[src/rtl/ahb_arb_pkg.sv]
package ahb_arb_pkg;

  typedef enum logic [1:0] {
    TR_IDLE   = 2'b00,
    TR_BUSY   = 2'b01,
    TR_NONSEQ = 2'b10,
    TR_SEQ    = 2'b11
  } htrans_e;

  localparam logic [2:0] BU_SINGLE = 3'b000;
  localparam logic [2:0] BU_INCR   = 3'b001;

  typedef enum logic [1:0] {
    DEF_NONE  = 2'b00,
    DEF_LAST  = 2'b01,
    DEF_FIXED = 2'b10
  } def_mode_e;

  // beats in a fixed-length burst, 0 when the length is not fixed
  function automatic logic [4:0] burst_beats(input logic [2:0] hb);
    case (hb)
      3'b010, 3'b011: burst_beats = 5'd4;
      3'b100, 3'b101: burst_beats = 5'd8;
      3'b110, 3'b111: burst_beats = 5'd16;
      default:        burst_beats = 5'd0;
    endcase
  endfunction

endpackage

[src/rtl/arb_safe_point.sv]
module arb_safe_point
  import ahb_arb_pkg::*;
#(
  parameter int SLOT_W = 8
) (
  input  logic              clk,
  input  logic              rst,
  input  logic              owned,
  input  logic              grant_chg,
  input  logic [1:0]        htrans,
  input  logic [2:0]        hburst,
  input  logic              hready,
  input  logic [1:0]        cfg_incr_break,
  input  logic [SLOT_W-1:0] cfg_slot_limit,
  output logic              safe
);

  localparam logic [SLOT_W-1:0] SLOT_MAX = {SLOT_W{1'b1}};

  logic [4:0]        beat_q;
  logic [SLOT_W-1:0] slot_q;
  logic              accepted;
  logic [4:0]        beat_now;
  logic [4:0]        fixed_len;
  logic [SLOT_W-1:0] slot_now;
  logic              is_idle, single_end, fixed_end, incr_end, slot_hit;

  assign accepted  = owned && htrans[1] && hready;
  assign beat_now  = (htrans == TR_NONSEQ) ? 5'd1 : beat_q + 5'd1;
  assign fixed_len = burst_beats(hburst);
  assign slot_now  = (slot_q == SLOT_MAX) ? slot_q : slot_q + 1'b1;

  assign is_idle    = !owned || (htrans == TR_IDLE);
  assign single_end = accepted && (hburst == BU_SINGLE);
  assign fixed_end  = accepted && (fixed_len != 5'd0) && (beat_now == fixed_len);
  assign slot_hit   = accepted && (cfg_slot_limit != '0) && (slot_now >= cfg_slot_limit);

  always_comb begin
    incr_end = 1'b0;
    if (accepted && hburst == BU_INCR) begin
      case (cfg_incr_break)
        2'd1:    incr_end = (beat_now[1:0] == 2'd0);
        2'd2:    incr_end = (beat_now[2:0] == 3'd0);
        2'd3:    incr_end = (beat_now[3:0] == 4'd0);
        default: incr_end = 1'b0;
      endcase
    end
  end

  assign safe = is_idle || single_end || fixed_end || incr_end || slot_hit;

  always_ff @(posedge clk) begin
    if (rst || grant_chg) begin
      beat_q <= '0;
      slot_q <= '0;
    end else if (accepted) begin
      beat_q <= beat_now;
      slot_q <= slot_now;
    end
  end

endmodule

[src/rtl/arb_select.sv]
module arb_select #(
  parameter int N  = 4,
  parameter int PW = 2,
  parameter int IW = 2
) (
  input  logic [N-1:0]    req,
  input  logic            cfg_fixed_prio,
  input  logic [N*PW-1:0] cfg_prio,
  input  logic [IW-1:0]   last_idx,
  output logic            win_valid,
  output logic [IW-1:0]   win_idx
);

  logic [PW-1:0] prio [N];

  genvar g;
  generate
    for (g = 0; g < N; g++) begin : g_unpack
      assign prio[g] = cfg_prio[g*PW +: PW];
    end
  endgenerate

  logic          rr_found;
  logic [IW-1:0] rr_idx;
  logic          fp_found;
  logic [IW-1:0] fp_idx;
  logic [PW-1:0] fp_best;

  // round-robin: first requester after the last winner
  always_comb begin
    rr_found = 1'b0;
    rr_idx   = '0;
    for (int k = 1; k <= N; k++) begin
      int cand;
      cand = int'(last_idx) + k;
      if (cand >= N) cand = cand - N;
      if (!rr_found && req[cand]) begin
        rr_found = 1'b1;
        rr_idx   = IW'(cand);
      end
    end
  end

  // fixed priority: strictly larger value replaces, so ties keep the lower index
  always_comb begin
    fp_found = 1'b0;
    fp_idx   = '0;
    fp_best  = '0;
    for (int i = 0; i < N; i++) begin
      if (req[i] && (!fp_found || prio[i] > fp_best)) begin
        fp_found = 1'b1;
        fp_idx   = IW'(i);
        fp_best  = prio[i];
      end
    end
  end

  assign win_valid = cfg_fixed_prio ? fp_found : rr_found;
  assign win_idx   = cfg_fixed_prio ? fp_idx   : rr_idx;

endmodule

[src/rtl/ahb_slave_arb.sv]
module ahb_slave_arb
  import ahb_arb_pkg::*;
#(
  parameter int N      = 4,
  parameter int PW     = 2,
  parameter int SLOT_W = 8,
  localparam int IW    = (N > 1) ? $clog2(N) : 1
) (
  input  logic              clk,
  input  logic              rst,
  input  logic [N-1:0]      req,
  input  logic [1:0]        htrans,
  input  logic [2:0]        hburst,
  input  logic              hready,
  input  logic              cfg_fixed_prio,
  input  logic [1:0]        cfg_def_mode,
  input  logic [IW-1:0]     cfg_def_mst,
  input  logic [N*PW-1:0]   cfg_prio,
  input  logic [SLOT_W-1:0] cfg_slot_limit,
  input  logic [1:0]        cfg_incr_break,
  output logic [N-1:0]      grant
);

  localparam logic [IW-1:0] LAST_RST = IW'(N - 1);

  logic [N-1:0]  grant_q;
  logic [N-1:0]  grant_nxt;
  logic [IW-1:0] last_q;
  logic          safe;
  logic          win_valid;
  logic [IW-1:0] win_idx;
  logic          grant_chg;

  arb_safe_point #(.SLOT_W(SLOT_W)) u_safe (
    .clk            (clk),
    .rst            (rst),
    .owned          (|grant_q),
    .grant_chg      (grant_chg),
    .htrans         (htrans),
    .hburst         (hburst),
    .hready         (hready),
    .cfg_incr_break (cfg_incr_break),
    .cfg_slot_limit (cfg_slot_limit),
    .safe           (safe)
  );

  arb_select #(.N(N), .PW(PW), .IW(IW)) u_sel (
    .req            (req),
    .cfg_fixed_prio (cfg_fixed_prio),
    .cfg_prio       (cfg_prio),
    .last_idx       (last_q),
    .win_valid      (win_valid),
    .win_idx        (win_idx)
  );

  always_comb begin
    grant_nxt = grant_q;
    if (safe) begin
      if (win_valid) begin
        grant_nxt = '0;
        grant_nxt[win_idx] = 1'b1;
      end else begin
        case (cfg_def_mode)
          DEF_NONE:  grant_nxt = '0;
          DEF_FIXED: begin
            grant_nxt = '0;
            grant_nxt[cfg_def_mst] = 1'b1;
          end
          default:   grant_nxt = grant_q;
        endcase
      end
    end
  end

  assign grant_chg = (grant_nxt != grant_q);

  always_ff @(posedge clk) begin
    if (rst) begin
      grant_q <= '0;
      last_q  <= LAST_RST;
    end else begin
      grant_q <= grant_nxt;
      if (safe && win_valid) last_q <= win_idx;
      else if (grant_chg && cfg_def_mode == DEF_FIXED) last_q <= cfg_def_mst;
    end
  end

  assign grant = grant_q;

endmodule

[config.mk]
export PLATFORM = sky130hd
export DESIGN_NAME = ahb_slave_arb
export DESIGN_NICKNAME = d
export VERILOG_FILES = /design/src/rtl/ahb_arb_pkg.sv /design/src/rtl/arb_safe_point.sv /design/src/rtl/arb_select.sv /design/src/rtl/ahb_slave_arb.sv
export SDC_FILE = /design/constraint.sdc
export NUM_CORES = 1
export LEC_CHECK = 0
export CORE_UTILIZATION = 48
export DETAILED_ROUTE_END_ITERATION = 16
export PLACE_DENSITY = 0.79
export SYNTH_ARGS = -nofsm -noshare
export SYNTH_HDL_FRONTEND = slang
export SYNTH_SLANG_ARGS = --single-unit
[constraint.sdc]
create_clock -name clk -period 5.5 [get_ports clk]
set_input_delay 0.825 -clock clk [delete_from_list [all_inputs] [get_ports clk]]
set_output_delay 0.825 -clock clk [all_outputs]
set_load 0.05 [all_outputs]
==> metrics.md <==
| Metric | Value |
|---|---|
| M1 WL | `2.31 mm` |
| Initial antenna violation count | `0` |
| CP startpoint | `cfg_prio[0]` |
| Ant diodes | `0` |
| Largest net degree at the start of global routing | `20` |
| WL final | `5.29 mm` |
| Worst Path Required | `5620 ps` |
| Avg Inst Size Synth | `7.41 um2` |
| Yosys Warn Count | `0` |
| Synth area leader | `dfxtp_1` |
| Drt first-iter violations | `187` |
| FF+latch area | `380 um2` |
| Setup crit end kind | `flip-flop` |
| Final Hold Vio Count | `0` |
| Drt wl/cell | `13.9 um` |
| FF+latch count, synth | `19` |
| Ys flop type | `dfxtp_1` |
| Vias/cell | `5.88` |
| Seq/Total Area, Yosys | `18.5%` |
| Synthesized cell area | `0.00205 mm2` |
| EDFF count, synth | `0` |
| Setup crit start kind | `input port` |
| Pwr Total | `775 uW` |
| Final period demand of the worst path | `5300 ps` |
| Layout Nets | `382` |
| Area of the multi-input gates | `0.00169 mm2` |
| Max Clock Skew | `8.05 ps` |
| Flop pwr share | `24.6%` |
| Max Cap Viol | `0` |
| Ys async rst share | `0%` |
| Row count | `23` |
| Worst-margin pin slew | `873 ps` |
| FILL cells | `322` |
| Worst Path Max Fanout | `6` |
| Number of port buffers | `38` |
| Worst Setup EP | `u_safe.beat_q[1]` |
| Post-Synthesis Cells | `277` |
| Internal | `440 uW` |
| Vias | `2235` |
| Yosys top cell area share | `18.5%` |
| Synthesis-to-finish area growth | `37.5%` |
| First-pass GRT wire length | `7.86 mm` |
| Distinct cell type count after synthesis | `59` |
| VDD IR max | `0.000222 V` |
| Final number of setup-violating endpoints | `0` |
| Die height | `67.4 um` |
| Clock Latency Late Sink | `260 ps` |
| WS Path Type | `in -> reg` |
| Max-slew headroom | `41.6%` |
| Achievable Freq | `0.189 GHz` |
| Clk sink count | `19` |
| Commonest cells post-synth | `45 x nor2_1, 26 x nand2_1, 19 x dfxtp_1` |
| Pre-CTS setup slack | `-387 ps` |
| Status | `completed` |
| Starting Density | `50.6%` |
| Ports | `39` |
| H-tree Lvls | `1` |
| Final setup slack of the worst path | `195 ps` |
| Highest routed layer | `met4` |
| Syn Nets | `328` |
| DRT Pass-1 Iters | `4` |
| Reg2reg end | `u_safe.beat_q[0]` |
| Met3 WL | `225 um` |
| R2R depth | `15` |
| Core ar. | `0.00406 mm2` |
| Launching point of the worst reg2reg path | `u_safe.slot_q[0]` |
| Layout cells sized above 1 | `17.3%` |
| Met2 WL post-DR | `2.67 mm` |
| Number of buffers on the longest clock path | `2` |
| Top post-synthesis cells by area | `dfxtp_1 19%, ha_1 9.8%, nor2_1 8.2%, nand2_1 4.8%, xnor2_1 3.8%` |
| Residual DRC | `0` |
| Total GRT Usage | `22.5%` |
| Number of global-route vias before repair | `1859` |
| Pleak | `0.00115 uW` |
| Gpl congestion | `0.896` |
| Reg2Reg Setup Slack | `1960 ps` |
| Worst path arrival time | `5420 ps` |
| CTS tree | `built` |
| Die ar. | `0.00454 mm2` |
| Tcrit/Tclk final | `96.5%` |
| P per Cell Area | `275 mW/mm2` |
| Combinational share of power | `62.8%` |
| Sw Share | `43.2%` |
| Cts-stage hold buffer count | `0` |
| Hold_ws | `551 ps` |
| Clock root cell | `clkbuf_8` |
| Clock slew at reported path FFs | `70 ps` |
| Die W | `67.4 um` |
| GRT Residual Overflow | `0` |
| HP Class | `reg -> reg` |
| Final Max Slew Viols | `0` |
| Antenna Nets Post-Route | `0` |
| Clk pwr share | `12.5%` |
| CTS Buf Count | `3` |
| P_sw | `335 uW` |
| Cell with the most instances after synthesis | `nor2_1` |
| DP HPWL | `3.86 mm` |
-- state kept, by name (all words and copies together) (netlist names) --
name / flops
u_safe.slot_q: 8
u_safe.beat_q: 5
grant: 4
last_q: 2
-- layer usage --
metal,vias up,track usage [%]
met1,1041,27.8
met4,0,6.91
met2,62,39.6
met3,10,3.38
met5,-,0
li1,1122,-
-- power by group through the flow --
stage	sequential [uW]	clock (uW)	combinational (uW)
after global placement	192	0	397
after global routing	194	106	524
after CTS	189	99.2	407
final	191	97.2	487
after detailed placement	192	0	405
after floorplan	210	0	254
-- what timing repair did --
action                                 in CTS  in global routing
endpoints found under the hold margin       0                  0
cloned                                      0                  1
setup endpoints to repair                  11                 15
setup buffers                               0                  7
pin swaps                                   0                 14
gates resized for setup                     2                 25
-- cells in the final DEF (no fill, tap or decap), types with 6 or more instances in the layout --
cell,instances
ha_1,15
clkdlybuf4s50_1,35
nand2_1,25
nor4_2,6
nand3_1,8
nor3_1,9
nand2b_1,6
nor2_1,45
dfxtp_1,19
xnor2_1,9
inv_1,15
a21oi_1,13
buf_4,18
-- how the worst min path moves through the flow --
stage / from / endpoint / cells after the start
finish: u_safe.beat_q[1] / u_safe.beat_q[1] / 2
global route: u_safe.beat_q[1] / u_safe.beat_q[1] / 2
detailed placement: u_safe.beat_q[1] / u_safe.beat_q[1] / 2
floorplan: u_safe.beat_q[1] / u_safe.beat_q[1] / 2
global placement: u_safe.beat_q[1] / u_safe.beat_q[1] / 2
CTS: u_safe.beat_q[1] / u_safe.beat_q[1] / 2
-- cells by family (layout without fill, tap and decap cells) --
| kind of cell | after synthesis | in the layout | synth area share, % |
|---|---|---|---|
| buffers and inverters | 26 | 79 | 5.37 |
| XOR/XNOR | 13 | 13 | 5.55 |
| flip-flops | 19 | 19 | 18.5 |
| AND/OR/NAND/NOR | 137 | 137 | 35.7 |
| AO/OA/AOI/OAI | 64 | 64 | 24.1 |
| adder cells (fa/ha/maj) | 16 | 16 | 9.76 |
| multiplexers | 2 | 2 | 1.04 |
-- through the flow --
| step | area [um2] | std cells | TNS (ps) | util (%) |
|---|---|---|---|---|
| after floorplan | 2050 | 277 | 0 | - |
| after global placement | 2560 | 368 | -2250 | 63.1 |
| after detailed placement | 2560 | 368 | -4040 | 63.1 |
| after CTS | 2610 | 372 | 0 | 64.2 |
| after global routing | 2820 | 380 | -0.134 | 69.5 |
| final | 2820 | 380 | 0 | 69.5 |
-- critical path, stage by stage --
cell,delay (ps)
clkdlybuf4s50_1,450
and2_1,140
ha_1,170
nor2b_2,60
o311ai_2,390
inv_1,140
nor2_1,130
a21oi_2,50
ha_1,300
nor2b_4,130
a2bb2oi_2,140
o21ai_2,200
nand2_1,70
o21ai_1,80
ha_1,260
nor2b_1,140
o211ai_1,230
buf_4,180
o2111ai_4,130
buf_6,150
a21o_1,190
a221oi_2,300
a211oi_4,100
a21oi_4,220
clkbuf_16,200
nor4_2,50
-- cell type report --
type	count	share of cell area (%)
multi-input combinational	232	59.7
clock buffer	3	1.46
tap	50	2.22
sequential	19	13.5
inverter	15	2.00
timing repair buffer	60	20.9
clock inverter	1	0.177
Power figures use the tool's default switching activity.
